**src/rtl/mesi_lc_pkg.sv**
```systemverilog
package mesi_lc_pkg;

  typedef enum logic [1:0] {
    LS_INV = 2'd0,
    LS_SHR = 2'd1,
    LS_EXC = 2'd2,
    LS_MOD = 2'd3
  } lstate_t;

  typedef enum logic [1:0] {
    M_RDREQ  = 2'd0,
    M_RDRSP  = 2'd1,
    M_INVREQ = 2'd2,
    M_INVACK = 2'd3
  } mtype_t;

  typedef enum logic [1:0] {
    PX_IDLE   = 2'd0,
    PX_FILL   = 2'd1,
    PX_UPG    = 2'd2,
    PX_COMMIT = 2'd3
  } pend_t;

  // line holds valid data that may be read locally
  function automatic logic has_copy(lstate_t s);
    return s != LS_INV;
  endfunction

  // line is held by this cache alone
  function automatic logic owns_line(lstate_t s);
    return (s == LS_EXC) || (s == LS_MOD);
  endfunction

  // tag left behind after a peer read
  function automatic lstate_t after_peer_read(lstate_t s);
    return has_copy(s) ? LS_SHR : LS_INV;
  endfunction

endpackage

```
**src/rtl/mesi_lc_store.sv**
```systemverilog
module mesi_lc_store
  import mesi_lc_pkg::*;
#(
  parameter int NLINES = 4,
  parameter int DW     = 8,
  parameter int LW     = 2
) (
  input  logic          clk,
  input  logic          rst_n,
  input  logic [LW-1:0] a_line,
  output lstate_t       a_state,
  output logic [DW-1:0] a_data,
  input  logic [LW-1:0] b_line,
  output lstate_t       b_state,
  output logic [DW-1:0] b_data,
  input  logic          upd_en,
  input  logic [LW-1:0] upd_line,
  input  lstate_t       upd_state,
  input  logic          upd_wen,
  input  logic [DW-1:0] upd_data
);

  lstate_t       st_q  [NLINES];
  logic [DW-1:0] dat_q [NLINES];

  always_ff @(posedge clk) begin
    for (int i = 0; i < NLINES; i++) begin
      if (!rst_n) begin
        st_q[i]  <= LS_INV;
        dat_q[i] <= '0;
      end else if (upd_en && (upd_line == LW'(i))) begin
        st_q[i] <= upd_state;
        if (upd_wen) dat_q[i] <= upd_data;
      end
    end
  end

  assign a_state = st_q[a_line];
  assign a_data  = dat_q[a_line];
  assign b_state = st_q[b_line];
  assign b_data  = dat_q[b_line];

endmodule

```
**src/rtl/mesi_lc_txslot.sv**
```systemverilog
module mesi_lc_txslot
  import mesi_lc_pkg::*;
#(
  parameter int LW = 2,
  parameter int DW = 8
) (
  input  logic          clk,
  input  logic          rst_n,
  input  logic          load,
  input  mtype_t        ld_type,
  input  logic [LW-1:0] ld_line,
  input  logic [DW-1:0] ld_data,
  input  logic          tx_ready,
  output logic          tx_valid,
  output mtype_t        tx_type,
  output logic [LW-1:0] tx_line,
  output logic [DW-1:0] tx_data
);

  always_ff @(posedge clk) begin
    if (!rst_n) begin
      tx_valid <= 1'b0;
      tx_type  <= M_RDREQ;
      tx_line  <= '0;
      tx_data  <= '0;
    end else if (load) begin
      tx_valid <= 1'b1;
      tx_type  <= ld_type;
      tx_line  <= ld_line;
      tx_data  <= ld_data;
    end else if (tx_valid && tx_ready) begin
      tx_valid <= 1'b0;
    end
  end

endmodule

```
**src/rtl/mesi_line_ctrl.sv**
```systemverilog
module mesi_line_ctrl
  import mesi_lc_pkg::*;
#(
  parameter int NLINES = 4,
  parameter int DW     = 8,
  parameter int IDW    = 2,
  parameter logic [IDW-1:0] MY_ID = 1,
  localparam int LW    = (NLINES > 1) ? $clog2(NLINES) : 1
) (
  input  logic           clk,
  input  logic           rst_n,
  input  logic           lreq_valid,
  input  logic           lreq_write,
  input  logic [LW-1:0]  lreq_line,
  input  logic [DW-1:0]  lreq_wdata,
  output logic           lreq_busy,
  output logic           lrsp_valid,
  output logic [DW-1:0]  lrsp_data,
  output logic           tx_valid,
  input  logic           tx_ready,
  output logic [1:0]     tx_type,
  output logic [IDW-1:0] tx_src,
  output logic [LW-1:0]  tx_line,
  output logic [DW-1:0]  tx_data,
  input  logic           rx_valid,
  output logic           rx_ready,
  input  logic [1:0]     rx_type,
  input  logic [IDW-1:0] rx_src,
  input  logic [LW-1:0]  rx_line,
  input  logic [DW-1:0]  rx_data
);

  pend_t         pst_q, pst_n;
  logic [LW-1:0] pline_q;
  logic          pwr_q;
  logic [DW-1:0] pdata_q;

  lstate_t       loc_state, peer_state;
  logic [DW-1:0] loc_data, peer_data;

  logic          upd_en, upd_wen;
  logic [LW-1:0] upd_line;
  lstate_t       upd_state;
  logic [DW-1:0] upd_data;

  logic          tx_load;
  mtype_t        tx_ld_type, tx_type_e;
  logic [LW-1:0] tx_ld_line;
  logic [DW-1:0] tx_ld_data;

  logic          rsp_set;
  logic [DW-1:0] rsp_val;
  logic          pw_load;

  // named internal events for the checker
  logic lreq_acc, rx_fire, rx_foreign, pend_active;
  logic ev_hit_read, ev_hit_write, ev_upg_ack, peer_hit;

  mtype_t rx_kind;
  assign rx_kind = mtype_t'(rx_type);

  mesi_lc_store #(.NLINES(NLINES), .DW(DW), .LW(LW)) u_store (
    .clk(clk), .rst_n(rst_n),
    .a_line(lreq_line), .a_state(loc_state), .a_data(loc_data),
    .b_line(rx_line), .b_state(peer_state), .b_data(peer_data),
    .upd_en(upd_en), .upd_line(upd_line), .upd_state(upd_state),
    .upd_wen(upd_wen), .upd_data(upd_data)
  );

  mesi_lc_txslot #(.LW(LW), .DW(DW)) u_tx (
    .clk(clk), .rst_n(rst_n),
    .load(tx_load), .ld_type(tx_ld_type), .ld_line(tx_ld_line), .ld_data(tx_ld_data),
    .tx_ready(tx_ready), .tx_valid(tx_valid), .tx_type(tx_type_e),
    .tx_line(tx_line), .tx_data(tx_data)
  );

  assign tx_type     = tx_type_e;
  assign tx_src      = MY_ID;
  assign pend_active = (pst_q != PX_IDLE);
  assign rx_ready    = !tx_valid && (pst_q != PX_COMMIT);
  assign rx_fire     = rx_valid && rx_ready;
  assign rx_foreign  = rx_src != MY_ID;
  assign lreq_busy   = pend_active || tx_valid || rx_valid;
  assign lreq_acc    = lreq_valid && !lreq_busy;

  always_comb begin
    tx_load      = 1'b0;
    tx_ld_type   = M_RDREQ;
    tx_ld_line   = lreq_line;
    tx_ld_data   = '0;
    upd_en       = 1'b0;
    upd_line     = lreq_line;
    upd_state    = LS_INV;
    upd_wen      = 1'b0;
    upd_data     = lreq_wdata;
    rsp_set      = 1'b0;
    rsp_val      = lreq_wdata;
    pst_n        = pst_q;
    pw_load      = 1'b0;
    ev_hit_read  = 1'b0;
    ev_hit_write = 1'b0;
    ev_upg_ack   = 1'b0;
    peer_hit     = 1'b0;
    if (pst_q == PX_COMMIT) begin
      upd_en    = 1'b1;
      upd_line  = pline_q;
      upd_state = LS_MOD;
      upd_wen   = 1'b1;
      upd_data  = pdata_q;
      rsp_set   = 1'b1;
      rsp_val   = pdata_q;
      pst_n     = PX_IDLE;
    end else if (lreq_acc) begin
      pw_load = 1'b1;
      if (!lreq_write && has_copy(loc_state)) begin
        ev_hit_read = 1'b1;
        rsp_set     = 1'b1;
        rsp_val     = loc_data;
      end else if (lreq_write && owns_line(loc_state)) begin
        ev_hit_write = 1'b1;
        upd_en       = 1'b1;
        upd_state    = LS_MOD;
        upd_wen      = 1'b1;
        rsp_set      = 1'b1;
      end else if (lreq_write && (loc_state == LS_SHR)) begin
        tx_load    = 1'b1;
        tx_ld_type = M_INVREQ;
        pst_n      = PX_UPG;
      end else begin
        tx_load    = 1'b1;
        tx_ld_type = M_RDREQ;
        pst_n      = PX_FILL;
      end
    end else if (rx_fire && rx_foreign) begin
      tx_ld_line = rx_line;
      upd_line   = rx_line;
      unique case (rx_kind)
        M_RDREQ: if (has_copy(peer_state)) begin
          peer_hit   = 1'b1;
          tx_load    = 1'b1;
          tx_ld_type = M_RDRSP;
          tx_ld_data = peer_data;
          upd_en     = 1'b1;
          upd_state  = after_peer_read(peer_state);
        end
        M_INVREQ: begin
          upd_en     = 1'b1;
          upd_state  = LS_INV;
          tx_load    = 1'b1;
          tx_ld_type = M_INVACK;
        end
        M_RDRSP: if ((pst_q == PX_FILL) && (rx_line == pline_q)) begin
          upd_en    = 1'b1;
          upd_state = LS_SHR;
          upd_wen   = 1'b1;
          upd_data  = rx_data;
          if (pwr_q) begin
            tx_load    = 1'b1;
            tx_ld_type = M_INVREQ;
            pst_n      = PX_UPG;
          end else begin
            rsp_set = 1'b1;
            rsp_val = rx_data;
            pst_n   = PX_IDLE;
          end
        end
        M_INVACK: if ((pst_q == PX_UPG) && (rx_line == pline_q)) begin
          ev_upg_ack = 1'b1;
          upd_en     = 1'b1;
          upd_state  = LS_EXC;
          pst_n      = PX_COMMIT;
        end
        default: ;
      endcase
    end
  end

  always_ff @(posedge clk) begin
    if (!rst_n) begin
      pst_q      <= PX_IDLE;
      pline_q    <= '0;
      pwr_q      <= 1'b0;
      pdata_q    <= '0;
      lrsp_valid <= 1'b0;
      lrsp_data  <= '0;
    end else begin
      pst_q      <= pst_n;
      lrsp_valid <= rsp_set;
      if (rsp_set) lrsp_data <= rsp_val;
      if (pw_load) begin
        pline_q <= lreq_line;
        pwr_q   <= lreq_write;
        pdata_q <= lreq_wdata;
      end
    end
  end

endmodule


```
**config.mk**
```make
export PLATFORM = sky130hd
export DESIGN_NAME = mesi_line_ctrl
export DESIGN_NICKNAME = d
export VERILOG_FILES = /design/src/rtl/mesi_lc_pkg.sv /design/src/rtl/mesi_lc_store.sv /design/src/rtl/mesi_lc_txslot.sv /design/src/rtl/mesi_line_ctrl.sv
export SDC_FILE = /design/constraint.sdc
export NUM_CORES = 1
export LEC_CHECK = 0
export ABC_AREA = 1
export BUFFER_PORTS_ARGS = -buffer_cell sky130_fd_sc_hd__buf_2
export CAP_MARGIN = 5
export CORE_MARGIN = 5
export CORE_UTILIZATION = 40
export CTS_BUF_LIST = sky130_fd_sc_hd__clkbuf_8
export DETAILED_ROUTE_END_ITERATION = 7
export MAX_ROUTING_LAYER = met4
export SLEW_MARGIN = 20
export SYNTH_ARGS = -nofsm -noshare
export SYNTH_HDL_FRONTEND = slang
export SYNTH_SLANG_ARGS = --single-unit
```
**constraint.sdc**
```tcl
create_clock -name clk -period 3.2 [get_ports clk]
set_input_delay 0.64 -clock clk [delete_from_list [all_inputs] [get_ports clk]]
set_output_delay 0.64 -clock clk [all_outputs]
set_load 0.03 [all_outputs]
```
==> impl_metrics.py <==
metrics = {
    "outcome": {
        "status": "finished, final reports clean",
    },
    "worst_setup_path": {
        "critPathRequiredTime_ns": 3.28,
        "path_max_fanout": 24,
        "max_stage_delay_ns": 0.39,
        "crit_type": "flip-flop to flip-flop",
        "cp.arrival_ns": 2.79,
        "crit_buf_inv": 4,
        "crit_chain": "nand2_4 -> inv_4 -> nor2_4 -> nand2_4 -> inv_2 -> nand2_2 -> nand2_2 -> inv_1 -> o21ai_1 -> buf_4",
        "end_kind": "flip-flop",
        "crit_family": "simple AND/OR/NAND/NOR gates",
        "cp-start-kind": "flip-flop",
        "crit_slowest_cell": "dfxtp_1",
    },
    "floorplanning": {
        "io_pins": 56,
        "die_w_um": 114.8,
        "die_h_um": 114.8,
        "core_um2": 10790,
        "die_area_um2": 13170,
        "fp-row-count": 38,
        "start_util": 0.4069,
    },
    "clocking": {
        "postCtsSetupBuffers": 0,
        "cts_tree": "built",
        "htreeDepth": 3,
        "clock_latency_ns": 0.37,
        "cts_root_buffer": "clkbuf_8",
        "ctsHoldBuffers": 0,
        "clkTransAtPathRegs_ns": 0.09,
        "cts-resized-gates": 0,
        "clock-sinks": 75,
        "numCtsBuffers": 9,
        "cts_buffer_depth": 2,
    },
    "sta": {
        "worst_pin_slew_ns": 0.7292,
        "timing.final.crit_share": 0.8483,
        "maxSlewHeadroom": 0.5138,
        "max_freq_mhz": 368.4,
        "grt_setup_unrepaired": "no",
        "finalSetupViolations": 0,
        "layout_min_cycle_time_ns": 2.715,
        "skew_ns": 0.01218,
        "tns_ns": 0,
        "timing.hold.ws_ns": 0.4612,
        "finalHoldViolations": 0,
        "finalMaxSlewViolations": 0,
    },
    "yosys": {
        "yosys.area.top_type": "edfxtp_1",
        "syn-num-nets": 634,
        "synth_area_leaders": "edfxtp_1 27%, dfxtp_1 16%, nand2_1 11%",
        "syn_area_per_cell_um2": 7.271,
        "synth_area_um2": 4392,
        "ys_ff_latch": 75,
        "synth_seq_area_share": 0.4330,
        "yosysTopAreaCellShare": 0.2735,
        "synth_cell_types": 36,
        "synthCells": 604,
        "yosysWarnings": 0,
    },
    "final_layout": {
        "drive_above_1_share": 0.1860,
        "final_nets": 681,
        "fillers": 1097,
        "synthToLayoutAreaGrowth_pct": 12.82,
        "diodes": 0,
    },
    "global_route": {
        "grtUsageTotal": 0.2076,
        "grt_pass1_wl_mm": 20.40,
        "grt_pass1_vias": 3838,
        "grt_max_degree": 27,
        "overflow": 0,
        "antenna_found_initial": 0,
    },
    "power_and_ir_drop": {
        "powerDensity_nw_per_um2": 465.2,
        "ir_drop_uv": 207.6,
        "power.leakage_nw": 2.225,
    },
    "detailed_routing": {
        "avgViaCountPerCell": 5.215,
        "drtIter0Drc": 347,
        "vias": 4151,
        "post_drt_wl_per_cell_um": 16.31,
        "ant_nets": 0,
        "dr.pass1.iters": 5,
        "drt_wl_total_mm": 12.98,
        "drc": 0,
    },
    "placed_design": {
        "dp_hpwl_mm": 9.663,
        "io_buffers": 53,
        "place_congestion": 0.9441,
    },
    "job": {
        "drv_cap": 0,
    },
    "min_path": {
        "hp-class": "flip-flop to flip-flop",
    },
}
[cells by family (layout without fill, tap and decap cells)]
family | count (synthesis) | after routing | share of synthesized area
AOI/OAI and AO/OA | 134 | 134 | 0.1690
buffers and inverters | 90 | 142 | 0.08518
DFF | 75 | 75 | 0.4330
other | 2 | 2 | 0.001710
and+or+nand+nor | 303 | 303 | 0.3111
[report_power, final]
| group | switching, mW | internal (mW) |
|---|---|---|
| Clock | 0.396 | 0.285 |
| Combinational | 0.365 | 0.150 |
| Sequential | 0.0411 | 1.07 |
[metrics by stage]
step | instances | worst slack [ns] | total power, mW | area (µm²) | utilization
2_1_floorplan | 604 | 0.6966 | 1.491 | 4392 | -
4_1_cts | 796 | 0.4917 | 2.325 | 4955 | 0.4591
5_1_grt | 796 | 0.2689 | 2.421 | 4955 | 0.4591
3_5_place_dp | 780 | 0.1940 | 1.642 | 4777 | 0.4426
6_report | 796 | 0.4854 | 2.305 | 4955 | 0.4591
3_3_place_gp | 780 | 0.2689 | 1.636 | 4777 | 0.4426
[cell usage after synthesis (all sizes together)]
cell type	count
a21boi	2
a21oi	47
buf	14
clkbuf	13
clkinv	1
conb	2
dfxtp	35
edfxtp	40
inv	62
nand2	143
nand3	42
nand3b	3
nand4	9
nor2	106
o211ai	3
o21ai	68
o22a	5
o22ai	8
o31a	1
[tightest hold or removal path: stages (launching register included)]
cell     delay [ns]
dfxtp_1        0.31
nand2_1        0.06
a21oi_1        0.05
[path summary, 6_finish.rpt]
| kind | cells past startpoint | endpoint | slack (ns) | startpoint |
|---|---|---|---|---|
| max reg2reg | 10 | u_store.dat_q[1][7]$_SDFFCE_PN0P_ | 0.49 | pst_q[1]$_SDFFE_PP0P_ |
| min | 2 | u_tx.tx_line[0]$_SDFFE_PN0P_ | 0.46 | u_tx.tx_line[0]$_SDFFE_PN0P_ |
| max | 10 | u_store.dat_q[1][7]$_SDFFCE_PN0P_ | 0.49 | pst_q[1]$_SDFFE_PP0P_ |
| min reg2reg | 2 | u_tx.tx_line[0]$_SDFFE_PN0P_ | 0.46 | u_tx.tx_line[0]$_SDFFE_PN0P_ |
[placed cells by master, fill, tap and decap left out, drive strengths merged]
cell type	instances
o211ai	3
nand4	9
a21boi	2
o22ai	8
inv	63
buf	63
clkinv	4
o22a	5
conb	2
nand3	42
edfxtp	40
nand2	143
clkinvlp	3
nand3b	3
clkbuf	9
a21oi	47
nor2	106
o31a	1
o21ai	68
dfxtp	35
[per-layer routing]
metal | vias to the layer above | wire length [µm] | track usage | share of wire
met5 | - | 0 | - | 0
met4 | 0 | 340 | 0.09390 | 0.026
met3 | 21 | 835 | 0.03158 | 0.064
met2 | 143 | 5794 | 0.2992 | 0.45
met1 | 1905 | 6013 | 0.2885 | 0.46
li1 | 2082 | - | - | -
[final cells by class]
type	instances	area, µm²	share of cell area
Timing Repair Buffer	63	340.3	0.06869
Clock inverter	7	53.80	0.01086
Clock buffer	9	123.9	0.02500
Multi-Input combinational cell	439	2116	0.4270
Tap cell	140	175.2	0.03535
Inverter	63	244.0	0.04924
Sequential cell	75	1902	0.3838
[state kept, by name (all words and copies together) (netlist names), 8 cells and up]
| register | cells |
|---|---|
| lrsp_data | 8 |
| u_store.st_q | 8 |
| u_tx.tx_data | 8 |
| pdata_q | 8 |
| u_store.dat_q | 32 |
No activity file was read; power rests on OpenSTA's default activity.
